==> src/rtl/tx_rst_pkg.sv <==
`timescale 1ns/1ps
package tx_rst_pkg;
  typedef enum logic [3:0] {
    ST_FULL_RST  = 4'd0,
    ST_CFG       = 4'd1,
    ST_CFG_ERR   = 4'd2,
    ST_ACK_WAIT  = 4'd3,
    ST_LINK_REL  = 4'd4,
    ST_OOR_WAIT  = 4'd5,
    ST_RDY_WAIT  = 4'd6,
    ST_RUN       = 4'd7,
    ST_FAIL      = 4'd8
  } seq_state_e;
endpackage

==> src/rtl/tx_rst_sync.sv <==
`timescale 1ns/1ps
module tx_rst_sync #(
  parameter int STAGES = 2,
  parameter int W      = 1
) (
  input  logic         clk_i,
  input  logic         rst_ni,
  input  logic [W-1:0] d_i,
  output logic [W-1:0] q_o
);
  logic [W-1:0] stg_q [STAGES];

  always_ff @(posedge clk_i or negedge rst_ni) begin
    if (!rst_ni) begin
      for (int i = 0; i < STAGES; i++) stg_q[i] <= '0;
    end else begin
      stg_q[0] <= d_i;
      for (int i = 1; i < STAGES; i++) stg_q[i] <= stg_q[i-1];
    end
  end

  assign q_o = stg_q[STAGES-1];
endmodule

==> src/rtl/tx_rst_timer.sv <==
`timescale 1ns/1ps
module tx_rst_timer #(
  parameter int W = 8
) (
  input  logic         clk_i,
  input  logic         rst_ni,
  input  logic         clr_i,
  input  logic [W-1:0] lim_m1_i,
  output logic         exp_o
);
  logic [W-1:0] cnt_q;

  always_ff @(posedge clk_i or negedge rst_ni) begin
    if (!rst_ni)    cnt_q <= '0;
    else if (clr_i) cnt_q <= '0;
    else            cnt_q <= cnt_q + 1'b1;
  end

  assign exp_o = (cnt_q == lim_m1_i);
endmodule

==> src/rtl/tx_rst_req.sv <==
`timescale 1ns/1ps
module tx_rst_req (
  input  logic clk_i,
  input  logic rst_ni,
  input  logic full_req_i,
  input  logic link_req_i,
  input  logic accept_i,
  input  logic force_full_i,
  output logic take_full_o,
  output logic take_link_o
);
  logic full_pend_q, link_pend_q;
  logic full_any, link_any;

  assign full_any    = full_req_i | full_pend_q;
  assign link_any    = link_req_i | link_pend_q;
  // error state turns any request into a full restart
  assign take_full_o = accept_i & (full_any | (force_full_i & link_any));
  assign take_link_o = accept_i & link_any & ~full_any & ~force_full_i;

  always_ff @(posedge clk_i or negedge rst_ni) begin
    if (!rst_ni) begin
      full_pend_q <= 1'b0;
      link_pend_q <= 1'b0;
    end else begin
      full_pend_q <= take_full_o ? 1'b0 : full_any;
      link_pend_q <= (take_full_o | take_link_o) ? 1'b0 : link_any;
    end
  end
endmodule

==> src/rtl/tx_link_rst_seq.sv <==
`timescale 1ns/1ps
module tx_link_rst_seq
  import tx_rst_pkg::*;
#(
  parameter int CFG_TMO_CYC     = 100000,
  parameter int SYSREF_WAIT_CYC = 4096,
  parameter int SYSREF_RETRIES  = 3,
  parameter int SYNC_STAGES     = 2
) (
  input  logic       clk_i,
  input  logic       rst_ni,
  input  logic       full_req_i,
  input  logic       link_req_i,
  input  logic       subclass1_i,
  input  logic       pll_locked_i,
  input  logic       cfg_done_i,
  input  logic       rst_ack_ni,
  input  logic       out_of_reset_i,
  input  logic       link_ready_i,
  input  logic       frame_ready_i,
  output logic       cfg_rst_no,
  output logic       link_rst_no,
  output logic       reconfig_rst_o,
  output logic       cfg_busy_o,
  output logic       sysref_req_o,
  output logic       operational_o,
  output logic       cfg_timeout_o,
  output logic       link_fail_o,
  output logic [3:0] state_o
);
  localparam int TMR_MAX = (CFG_TMO_CYC > SYSREF_WAIT_CYC) ? CFG_TMO_CYC : SYSREF_WAIT_CYC;
  localparam int CNT_W   = $clog2(TMR_MAX + 1);
  localparam int RTY_W   = $clog2(SYSREF_RETRIES + 2);
  localparam logic [CNT_W-1:0] CFG_LIM_M1 = CNT_W'(CFG_TMO_CYC - 1);
  localparam logic [CNT_W-1:0] SYS_LIM_M1 = CNT_W'(SYSREF_WAIT_CYC - 1);
  localparam logic [RTY_W-1:0] RTY_MAX    = RTY_W'(SYSREF_RETRIES);

  seq_state_e       state_q, state_d;
  logic             oor_s;
  logic             tmr_clr, tmr_exp;
  logic [CNT_W-1:0] tmr_lim;
  logic [RTY_W-1:0] rty_q;
  logic             rdy_all, in_rdy_wait, no_link;
  logic             sysref_fire, retry_out, sysref_q;
  logic             accept_ok, in_err, take_full, take_link;

  tx_rst_sync #(.STAGES(SYNC_STAGES), .W(1)) u_oor_sync (
    .clk_i (clk_i),
    .rst_ni(rst_ni),
    .d_i   (out_of_reset_i),
    .q_o   (oor_s)
  );

  assign in_err    = (state_q == ST_CFG_ERR);
  assign accept_ok = in_err |
                     (rst_ack_ni & ((state_q == ST_RUN) | (state_q == ST_FAIL) |
                                    (state_q == ST_OOR_WAIT) | (state_q == ST_RDY_WAIT)));

  tx_rst_req u_req (
    .clk_i       (clk_i),
    .rst_ni      (rst_ni),
    .full_req_i  (full_req_i),
    .link_req_i  (link_req_i),
    .accept_i    (accept_ok),
    .force_full_i(in_err),
    .take_full_o (take_full),
    .take_link_o (take_link)
  );

  assign rdy_all     = link_ready_i & frame_ready_i;
  assign in_rdy_wait = (state_q == ST_RDY_WAIT);
  assign no_link     = in_rdy_wait & subclass1_i & ~rdy_all & tmr_exp;
  assign sysref_fire = no_link & (rty_q < RTY_MAX);
  assign retry_out   = no_link & (rty_q >= RTY_MAX);

  always_comb begin
    state_d = state_q;
    unique case (state_q)
      ST_FULL_RST: if (pll_locked_i) state_d = ST_CFG;
      ST_CFG: begin
        if (cfg_done_i)   state_d = ST_ACK_WAIT;
        else if (tmr_exp) state_d = ST_CFG_ERR;
      end
      ST_CFG_ERR:  state_d = ST_CFG_ERR;
      ST_ACK_WAIT: if (!rst_ack_ni) state_d = ST_LINK_REL;
      ST_LINK_REL: if (rst_ack_ni) state_d = ST_OOR_WAIT;
      ST_OOR_WAIT: if (oor_s) state_d = ST_RDY_WAIT;
      ST_RDY_WAIT: begin
        if (rdy_all)        state_d = ST_RUN;
        else if (retry_out) state_d = ST_FAIL;
      end
      ST_RUN, ST_FAIL: state_d = state_q;
      default: state_d = ST_FULL_RST;
    endcase
    if (take_full)      state_d = ST_FULL_RST;
    else if (take_link) state_d = ST_ACK_WAIT;
  end

  assign tmr_lim = (state_q == ST_CFG) ? CFG_LIM_M1 : SYS_LIM_M1;
  assign tmr_clr = (state_d != state_q) | sysref_fire;

  tx_rst_timer #(.W(CNT_W)) u_tmr (
    .clk_i   (clk_i),
    .rst_ni  (rst_ni),
    .clr_i   (tmr_clr),
    .lim_m1_i(tmr_lim),
    .exp_o   (tmr_exp)
  );

  always_ff @(posedge clk_i or negedge rst_ni) begin
    if (!rst_ni) begin
      state_q  <= ST_FULL_RST;
      rty_q    <= '0;
      sysref_q <= 1'b0;
    end else begin
      state_q  <= state_d;
      sysref_q <= sysref_fire;
      if (!in_rdy_wait)     rty_q <= '0;
      else if (sysref_fire) rty_q <= rty_q + 1'b1;
    end
  end

  assign cfg_rst_no     = (state_q != ST_FULL_RST);
  assign reconfig_rst_o = (state_q == ST_FULL_RST);
  assign link_rst_no    = (state_q == ST_LINK_REL) | (state_q == ST_OOR_WAIT) |
                          (state_q == ST_RDY_WAIT) | (state_q == ST_RUN) | (state_q == ST_FAIL);
  assign cfg_busy_o     = (state_q == ST_CFG);
  assign sysref_req_o   = sysref_q;
  assign operational_o  = (state_q == ST_RUN);
  assign cfg_timeout_o  = in_err;
  assign link_fail_o    = (state_q == ST_FAIL);
  assign state_o        = state_q;
endmodule

==> config.mk <==
export PLATFORM = sky130hd
export DESIGN_NAME = tx_link_rst_seq
export DESIGN_NICKNAME = d
export VERILOG_FILES = /design/src/rtl/tx_rst_pkg.sv /design/src/rtl/tx_rst_sync.sv /design/src/rtl/tx_rst_timer.sv /design/src/rtl/tx_rst_req.sv /design/src/rtl/tx_link_rst_seq.sv
export SDC_FILE = /design/constraint.sdc
export NUM_CORES = 1
export LEC_CHECK = 0
export BUFFER_PORTS_ARGS = -buffer_cell sky130_fd_sc_hd__clkbuf_2
export CAP_MARGIN = 10
export CORE_MARGIN = 1
export CORE_UTILIZATION = 57
export CTS_CLUSTER_SIZE = 20
export DETAILED_ROUTE_END_ITERATION = 8
export HOLD_SLACK_MARGIN = 0.02
export PLACE_DENSITY = 0.85
export SYNTH_ARGS = -nofsm -noshare
export SYNTH_HDL_FRONTEND = slang
export SYNTH_HIERARCHICAL = 1
export SYNTH_SLANG_ARGS = --single-unit
==> constraint.sdc <==
create_clock -name clk_i -period 4.7 [get_ports clk_i]
set_input_delay 0.47 -clock clk_i [delete_from_list [all_inputs] [get_ports clk_i]]
set_output_delay 0.47 -clock clk_i [all_outputs]
set_load 0.01 [all_outputs]
==> impl_metrics.sql, run 1 <==
INSERT INTO impl_metrics (metric_group, metric, value, unit) VALUES
('clock_network', 'cts_buffers', '5', ''),
('power', 'power_leakage', '0.000950', 'uW'),
('clock_network', 'cts_repair_resize_count', '0', ''),
('timing', 'finClkSkew', '0.0126', 'ns'),
('final_layout', 'drive_gt1_frac', '0.168', ''),
('clock_network', 'cts_tree', 'yes', ''),
('yosys', 'synth_seq_area_share', '0.389', ''),
('placed_design', 'portBuffers', '22', ''),
('routing', 'first_iter_violations', '128', ''),
('clock_network', 'max-clock-path-buffers', '2', ''),
('routing', 'avgViaCountPerCell', '5.60', ''),
('global_route', 'wire_length_of_the_first_global_routing_pass', '6.13', 'mm'),
('yosys', 'synthFlopType', 'sky130_fd_sc_hd__dfrtp_1', ''),
('yosys', 'register_bit_total_from_synthesis', '29', ''),
('routing', 'post_drt_wl_per_cell', '13.0', 'um'),
('worst_setup_path', 'worst-setup-path-type', 'flip-flop to flip-flop', ''),
('routing', 'route.final.wire_length', '3.67', 'mm'),
('final_layout', 'layout.cell_area.non_filler', '2080', 'um2'),
('global_route', 'grt-ovfl-total', '0', ''),
('power', 'part_of_the_power_in_the_clock_network', '0.160', ''),
('worst_setup_path', 'worst_ep_arrival_time', '4.17', 'ns'),
('floorplanning', 'floorplan.die_area', '3510', 'um2'),
('worst_setup_path', 'critPathCaptureType', 'flip-flop', ''),
('worst_setup_path', 'cp-endpoint', 'u_tmr/cnt_q[15]', ''),
('status', 'outcome', 'completed', ''),
('global_route', 'largest_net_degree_at_the_start_of_global_routing', '30', ''),
('power', 'peakVddDrop', '165', 'uV'),
('power', 'internal_power', '501', 'uW'),
('worst_setup_path', 'timing.rr.start', 'state_o[2]', ''),
('timing', 'setup-violations-final', '0', ''),
('yosys', 'synth_top_cell_by_area', 'sky130_fd_sc_hd__dfrtp_1', ''),
('clock_network', 'cts-htree-levels', '2', ''),
('worst_setup_path', 'cp_data_required_time', '4.91', 'ns'),
('routing', 'via_count', '1579', ''),
('timing', 'tightest_pin_transition', '0.707', 'ns'),
('placed_design', 'dpl_cell_area', '2020', 'um2'),
('placed_design', 'placed_cells_incl_taps', '274', ''),
('power', 'p_per_area', '431', 'nW/um2'),
('timing', 'final_critical_path_setup_slack', '0.745', 'ns'),
('floorplanning', 'die_width', '59.2', 'um'),
('final_layout', 'num-nets-final', '251', ''),
('routing', 'number_of_design_rule_violations_left_after_detail_routing', '0', ''),
('worst_setup_path', 'critical_path_peak_fanout', '18', ''),
('clock_network', 'clock-root-buffer', 'sky130_fd_sc_hd__clkbuf_4', ''),
('floorplanning', 'std_cell_rows', '20', ''),
('global_route', 'first_global_vias', '1431', ''),
('floorplanning', 'coreArea', '3080', 'um2'),
('placed_design', 'dp_worst_setup_slack', '0.864', 'ns'),
('yosys', 'number_of_distinct_library_cells_after_synthesis', '50', ''),
('worst_setup_path', 'setup.worst_path.start', 'state_o[2]', ''),
('clock_network', 'cts_hold_buf', '0', ''),
('global_route', 'grt_util_all_layers', '0.239', ''),
('floorplanning', 'die_y', '59.2', 'um'),
('timing', 'fmaxAchievable', '253', 'MHz'),
('yosys', 'synth_edf_count', '0', ''),
('floorplanning', 'io_pins', '23', ''),
('global_route', 'antenna_found_initial', '0', ''),
('final_layout', 'finalNonFillerCells', '282', ''),
('placed_design', 'place_hpwl', '2.68', 'mm'),
('timing', 'timing.setup.tns', '0', 'ns'),
('worst_hold_path', 'hold_path.class', 'input port to asynchronous set/reset pin', ''),
('worst_setup_path', 'reg2regPathDepth', '14', ''),
('timing', 'timing.final.crit_period', '3.96', 'ns'),
('timing', 'final.period_utilization', '0.842', ''),
('yosys', 'syn_avg_cell_area', '9.02', 'um2'),
('final_layout', 'num_antenna_cells', '0', ''),
('worst_setup_path', 'timing.rr.end', 'u_tmr/cnt_q[15]', ''),
('power', 'switching_share', '0.440', ''),
('yosys', 'yosysWarnings', '6', ''),
('power', 'total_switching_power', '394', 'uW'),
('clock_network', 'clock-sinks', '29', '');
## cell usage in the layout (no fill, tap or decap), types with 2 or more instances in the layout
| master | netlist | layout |
|---|---|---|
| sky130_fd_sc_hd__clkinv_2 | 0 | 2 |
| sky130_fd_sc_hd__nor2_1 | 29 | 29 |
| sky130_fd_sc_hd__nand4_1 | 5 | 5 |
| sky130_fd_sc_hd__nor2b_1 | 3 | 3 |
| sky130_fd_sc_hd__xnor2_1 | 13 | 13 |
| sky130_fd_sc_hd__nand3_1 | 8 | 8 |
| sky130_fd_sc_hd__clkbuf_4 | 0 | 5 |
| sky130_fd_sc_hd__xor2_1 | 17 | 17 |
| sky130_fd_sc_hd__clkbuf_2 | 0 | 22 |
| sky130_fd_sc_hd__a21oi_1 | 10 | 10 |
| sky130_fd_sc_hd__a211oi_1 | 2 | 2 |
| sky130_fd_sc_hd__ha_1 | 3 | 3 |
| sky130_fd_sc_hd__nand4bb_1 | 2 | 2 |
| sky130_fd_sc_hd__mux2i_1 | 3 | 3 |
| sky130_fd_sc_hd__inv_1 | 9 | 9 |
| sky130_fd_sc_hd__dfrtp_1 | 29 | 29 |
| sky130_fd_sc_hd__nor3_1 | 10 | 10 |
| sky130_fd_sc_hd__and3_1 | 2 | 2 |
| sky130_fd_sc_hd__o21ai_0 | 6 | 6 |
| sky130_fd_sc_hd__buf_4 | 0 | 2 |
| sky130_fd_sc_hd__nand2_1 | 8 | 8 |
| sky130_fd_sc_hd__nor4_1 | 9 | 9 |
| sky130_fd_sc_hd__conb_1 | 2 | 11 |
## metrics by stage
step | utilization | power [uW] | hold slack [ns]
2_1_floorplan | - | 658 | 0.174
3_3_place_gp | 0.658 | 747 | 0.336
3_5_place_dp | 0.658 | 757 | 0.372
4_1_cts | 0.674 | 907 | 0.176
5_1_grt | 0.674 | 971 | 0.211
6_report | 0.674 | 896 | 0.161
## per-layer routing
metal	share of wire	vias to the layer above	GRT usage
met5	0	-	0
met4	0.020	0	0.0986
met3	0.047	8	0.0677
met2	0.50	42	0.406
met1	0.43	750	0.281
li1	-	779	-
## area by class of cell
| class | instances | area, um2 |
|---|---|---|
| clock buffers | 6 | 41.3 |
| clock inverters | 2 | 10.0 |
| fillers | 274 | 1000 |
| inverters | 9 | 33.8 |
| multi-input cells | 168 | 1080 |
| flip-flops and latches | 29 | 726 |
| well taps | 44 | 55.1 |
| repair buffers | 24 | 125 |
## flip-flops by register name, summed over array words and instances (netlist names)
signal             count
u_req/link_pend_q      1
u_req/full_pend_q      1
state_o                4
u_oor_sync/q_o         1
sysref_req_o           1
u_oor_sync/stg_q       1
rty_q                  3
u_tmr/cnt_q           17
## power by group through the flow
stage	clock, uW	sequential, uW	combinational (uW)
3_3_place_gp	0	345	402
3_5_place_dp	0	345	412
5_1_grt	161	350	461
6_report	143	342	410
2_1_floorplan	0	316	342
4_1_cts	152	341	414
## critical path, cell delays in order (launching register included)
cell                       delay, ns
sky130_fd_sc_hd__dfrtp_1        0.61
sky130_fd_sc_hd__nor2_1         0.12
sky130_fd_sc_hd__nand3b_1       0.27
sky130_fd_sc_hd__inv_1          0.15
sky130_fd_sc_hd__xor2_1         0.18
sky130_fd_sc_hd__nor4_1         0.29
sky130_fd_sc_hd__nand3_1        0.12
sky130_fd_sc_hd__nor4_1         0.45
sky130_fd_sc_hd__and2_1         0.26
sky130_fd_sc_hd__nand3_1        0.19
sky130_fd_sc_hd__nor2_1         0.25
sky130_fd_sc_hd__nor4_1         0.09
sky130_fd_sc_hd__nand3_1        0.47
sky130_fd_sc_hd__nor2_1         0.10
sky130_fd_sc_hd__mux2_2         0.28
## cells by family after synthesis
kind of cell,after synthesis,share of synthesized area
simple gates,91,0.272
xor+xnor,30,0.141
flops,29,0.389
buf+inv,19,0.0483
compound gates,29,0.104
mux,4,0.0221
fa+ha+maj,3,0.0201
other cells,2,0.00402
## worst min-delay path by stage
stage	end	slack [ns]	from	cells after the start
after floorplan	rty_q[0]	0.17	rst_ni	0
after global placement	u_oor_sync/q_o	0.34	u_oor_sync/stg_q[1]	0
after detailed placement	u_oor_sync/q_o	0.37	u_oor_sync/stg_q[1]	0
after CTS	rty_q[2]	0.18	rst_ni	1
after global routing	rty_q[2]	0.21	rst_ni	1
final	rty_q[2]	0.16	rst_ni	1
(Power assumes the default switching activity.)
==> run 2: changes to the inputs <==
--- a/config.mk
+++ b/config.mk
@@ -8,11 +8,11 @@
 export BUFFER_PORTS_ARGS = -buffer_cell sky130_fd_sc_hd__clkbuf_2
 export CAP_MARGIN = 10
 export CORE_MARGIN = 1
-export CORE_UTILIZATION = 57
+export CORE_UTILIZATION = 52
 export CTS_CLUSTER_SIZE = 20
 export DETAILED_ROUTE_END_ITERATION = 8
 export HOLD_SLACK_MARGIN = 0.02
-export PLACE_DENSITY = 0.85
+export PLACE_DENSITY = 0.81
 export SYNTH_ARGS = -nofsm -noshare
 export SYNTH_HDL_FRONTEND = slang
 export SYNTH_HIERARCHICAL = 1
==> constraint.sdc (replaced) <==
create_clock -name clk_i -period 3.6 [get_ports clk_i]
set_input_delay 0.36 -clock clk_i [delete_from_list [all_inputs] [get_ports clk_i]]
set_output_delay 0.36 -clock clk_i [all_outputs]
set_load 0.01 [all_outputs]
==> impl_metrics.sql, run 2 (synthesis gave the netlist of run 1 again) <==
INSERT INTO impl_metrics (metric_group, metric, value, unit) VALUES
('status', 'outcome', 'completed', ''),
('clock_network', 'cts_tree', 'yes', ''),
('floorplanning', 'io_pins', '23', ''),
('final_layout', 'finalNonFillerCells', '289', ''),
('power', 'part_of_the_power_in_the_clock_network', '0.214', ''),
('final_layout', 'largest_register_ff_count', '17', ''),
('timing', 'tightest_pin_transition', '0.704', 'ns'),
('power', 'power.sequential.fraction', '0.311', ''),
('worst_setup_path', 'critPathCaptureType', 'flip-flop', ''),
('routing', 'route.final.wire_length', '3.71', 'mm'),
('power', 'total_switching_power', '541', 'uW'),
('power', 'post-layout-total-power', '1330', 'uW'),
('placed_design', 'finalWeightedCongestion', '0.868', ''),
('floorplanning', 'effective_utilization_at_floorplan', '0.551', ''),
('worst_setup_path', 'timing.rr.start', 'state_o[2]', ''),
('timing', 'hold_violations_final', '0', ''),
('worst_setup_path', 'critPathLaunchType', 'flip-flop', ''),
('worst_setup_path', 'critical_path_peak_fanout', '18', ''),
('timing', 'fmaxAchievable', '309', 'MHz'),
('clock_network', 'max-clock-path-buffers', '2', ''),
('global_route', 'grt_util_all_layers', '0.226', ''),
('worst_setup_path', 'critPathSlowestCell', 'sky130_fd_sc_hd__dfrtp_1', ''),
('worst_setup_path', 'worst-setup-path-type', 'flip-flop to flip-flop', ''),
('clock_network', 'cts.reportedPaths.clkPinSlew', '0.10', 'ns'),
('clock_network', 'cts-htree-levels', '2', ''),
('routing', 'drt.antenna.violating_nets', '0', ''),
('worst_setup_path', 'setup.worst_path.start', 'state_o[2]', ''),
('final_layout', 'num-nets-final', '256', ''),
('floorplanning', 'die_y', '61.9', 'um'),
('power', 'internal_power', '793', 'uW'),
('final_layout', 'drive_gt1_frac', '0.193', ''),
('clock_network', 'clock-root-buffer', 'sky130_fd_sc_hd__clkbuf_4', ''),
('routing', 'avgViaCountPerCell', '5.49', ''),
('routing', 'first_iter_violations', '98', ''),
('placed_design', 'placed_cells_incl_taps', '279', ''),
('worst_hold_path', 'hold_path.class', 'input port to asynchronous set/reset pin', ''),
('worst_setup_path', 'critical_path.max_stage_delay', '0.59', 'ns'),
('clock_network', 'clock-sinks', '29', ''),
('final_layout', 'num_antenna_cells', '0', ''),
('timing', 'setup_repair_after_global_routing_missed_its_margin', 'false', ''),
('clock_network', 'cts_hold_buf', '0', ''),
('final_layout', 'area.growth.synth_to_final', '15.7', '%'),
('routing', 'detailedRoute.firstPassIterationCount', '4', ''),
('placed_design', 'dp_worst_setup_slack', '0.225', 'ns'),
('worst_setup_path', 'cp_data_required_time', '3.82', 'ns'),
('worst_setup_path', 'worst_ep_arrival_time', '3.45', 'ns'),
('routing', 'via_count', '1586', ''),
('timing', 'max_slew_margin', '0.531', ''),
('clock_network', 'worstSkewPairLatency', '0.33', 'ns'),
('routing', 'post_drt_wl_per_cell', '12.9', 'um'),
('global_route', 'wire_length_of_the_first_global_routing_pass', '6.23', 'mm'),
('routing', 'number_of_design_rule_violations_left_after_detail_routing', '0', ''),
('timing', 'finClkSkew', '0.00826', 'ns'),
('placed_design', 'portBuffers', '22', ''),
('timing', 'timing.final.crit_period', '3.23', 'ns'),
('final_layout', 'regMostFlops', 'u_tmr/cnt_q', ''),
('timing', 'final.period_utilization', '0.898', ''),
('timing', 'final_critical_path_setup_slack', '0.368', 'ns'),
('timing', 'setup-violations-final', '0', ''),
('global_route', 'largest_net_degree_at_the_start_of_global_routing', '30', ''),
('placed_design', 'place_hpwl', '2.65', 'mm'),
('worst_setup_path', 'worstPathCellList', 'nor2_1, nand3b_1, inv_1, xor2_1, nor4_1, nand3_1, nor4_2, and2_1, nand3_1, nor2_1, nor4_1, nand3_1, buf_4, nor2_1, mux2_2', ''),
('timing', 'timing.setup.tns', '0', 'ns'),
('power', 'p_per_area', '618', 'nW/um2'),
('power', 'peakVddDrop', '331', 'uV'),
('timing', 'final-max-slew-violation-count', '0', ''),
('power', 'switching_share', '0.405', ''),
('global_route', 'antenna_found_initial', '0', ''),
('clock_network', 'cts_buffers', '5', ''),
('power', 'power.combinational.fraction', '0.475', ''),
('job', 'drv_cap', '0', ''),
('final_layout', 'most-common-layout-cells', 'sky130_fd_sc_hd__nor2_1, sky130_fd_sc_hd__dfrtp_1, sky130_fd_sc_hd__clkbuf_2', ''),
('floorplanning', 'std_cell_rows', '21', ''),
('floorplanning', 'coreArea', '3390', 'um2'),
('global_route', 'first_global_vias', '1400', ''),
('floorplanning', 'die_width', '61.9', 'um'),
('floorplanning', 'floorplan.die_area', '3830', 'um2'),
('power', 'power_leakage', '0.000986', 'uW'),
('global_route', 'grt-ovfl-total', '0', '');
-- run 2: cell count changes in the layout (fill, tap and decap cells not counted), sizes merged --
cell / change
buf: +5
clkinvlp: +1
clkinv: -2
bufinv: +1
-- run 2: path summary, 6_finish.rpt --
kind,cells past startpoint,end,slack (ns)
min reg2reg,0,u_oor_sync/q_o,0.38
max,15,u_tmr/cnt_q[15],0.37
max in group asynchronous,1,state_o[3],3.09
min,1,u_tmr/cnt_q[10],0.05
min in group clk_i,1,u_oor_sync/stg_q[1],0.13
max reg2reg,15,u_tmr/cnt_q[15],0.37
-- run 2: power by group through the flow --
| stage | logic [uW] | clock network, uW | registers (uW) |
|---|---|---|---|
| floorplan | 446 | 0 | 413 |
| global placement | 605 | 0 | 418 |
| detailed placement | 613 | 0 | 420 |
| CTS | 617 | 293 | 414 |
| global route | 710 | 310 | 424 |
| finish | 634 | 285 | 415 |
-- run 2: worst max-delay path: cells and delay by family, from the launching register on --
kind / cells / cell delay, ns
buffers and inverters: 2 / 0.35
flip-flops: 1 / 0.59
AND/OR/NAND/NOR: 11 / 1.75
XOR/XNOR: 1 / 0.18
multiplexers: 1 / 0.25
-- run 2: final cells by class --
cell class	count	area (um2)
Clock buffer	6	51.3
Tap cell	46	57.6
Inverter	9	33.8
Sequential cell	29	726
Clock inverter	2	37.5
Timing Repair Buffer	29	163
Multi-Input combinational cell	168	1090
Fill cell	282	1230
-- run 2: what timing repair did --
item / 4_1_cts / 5_1_grt
buffers inserted: 0 / 2
endpoints found under the hold margin: 0 / 0
resized for setup: 0 / 1
endpoints found under the setup margin: 0 / 1
-- run 2: per-layer routing --
metal / track usage / vias to the layer above / share of wire
li1: - / 787 / -
met1: 0.283 / 749 / 0.45
met2: 0.369 / 41 / 0.47
met3: 0.0559 / 9 / 0.051
met4: 0.105 / 0 / 0.022
met5: 0 / - / 0
-- run 2: per-stage QoR --
stage / instance area (um2) / hold WS (ns) / util
after floorplan: 1900 / 0.0644 / -
after global routing: 2160 / 0.0997 / 0.637
after CTS: 2140 / 0.0729 / 0.631
after global placement: 2050 / 0.334 / 0.605
after detailed placement: 2050 / 0.358 / 0.605
final: 2160 / 0.0510 / 0.637
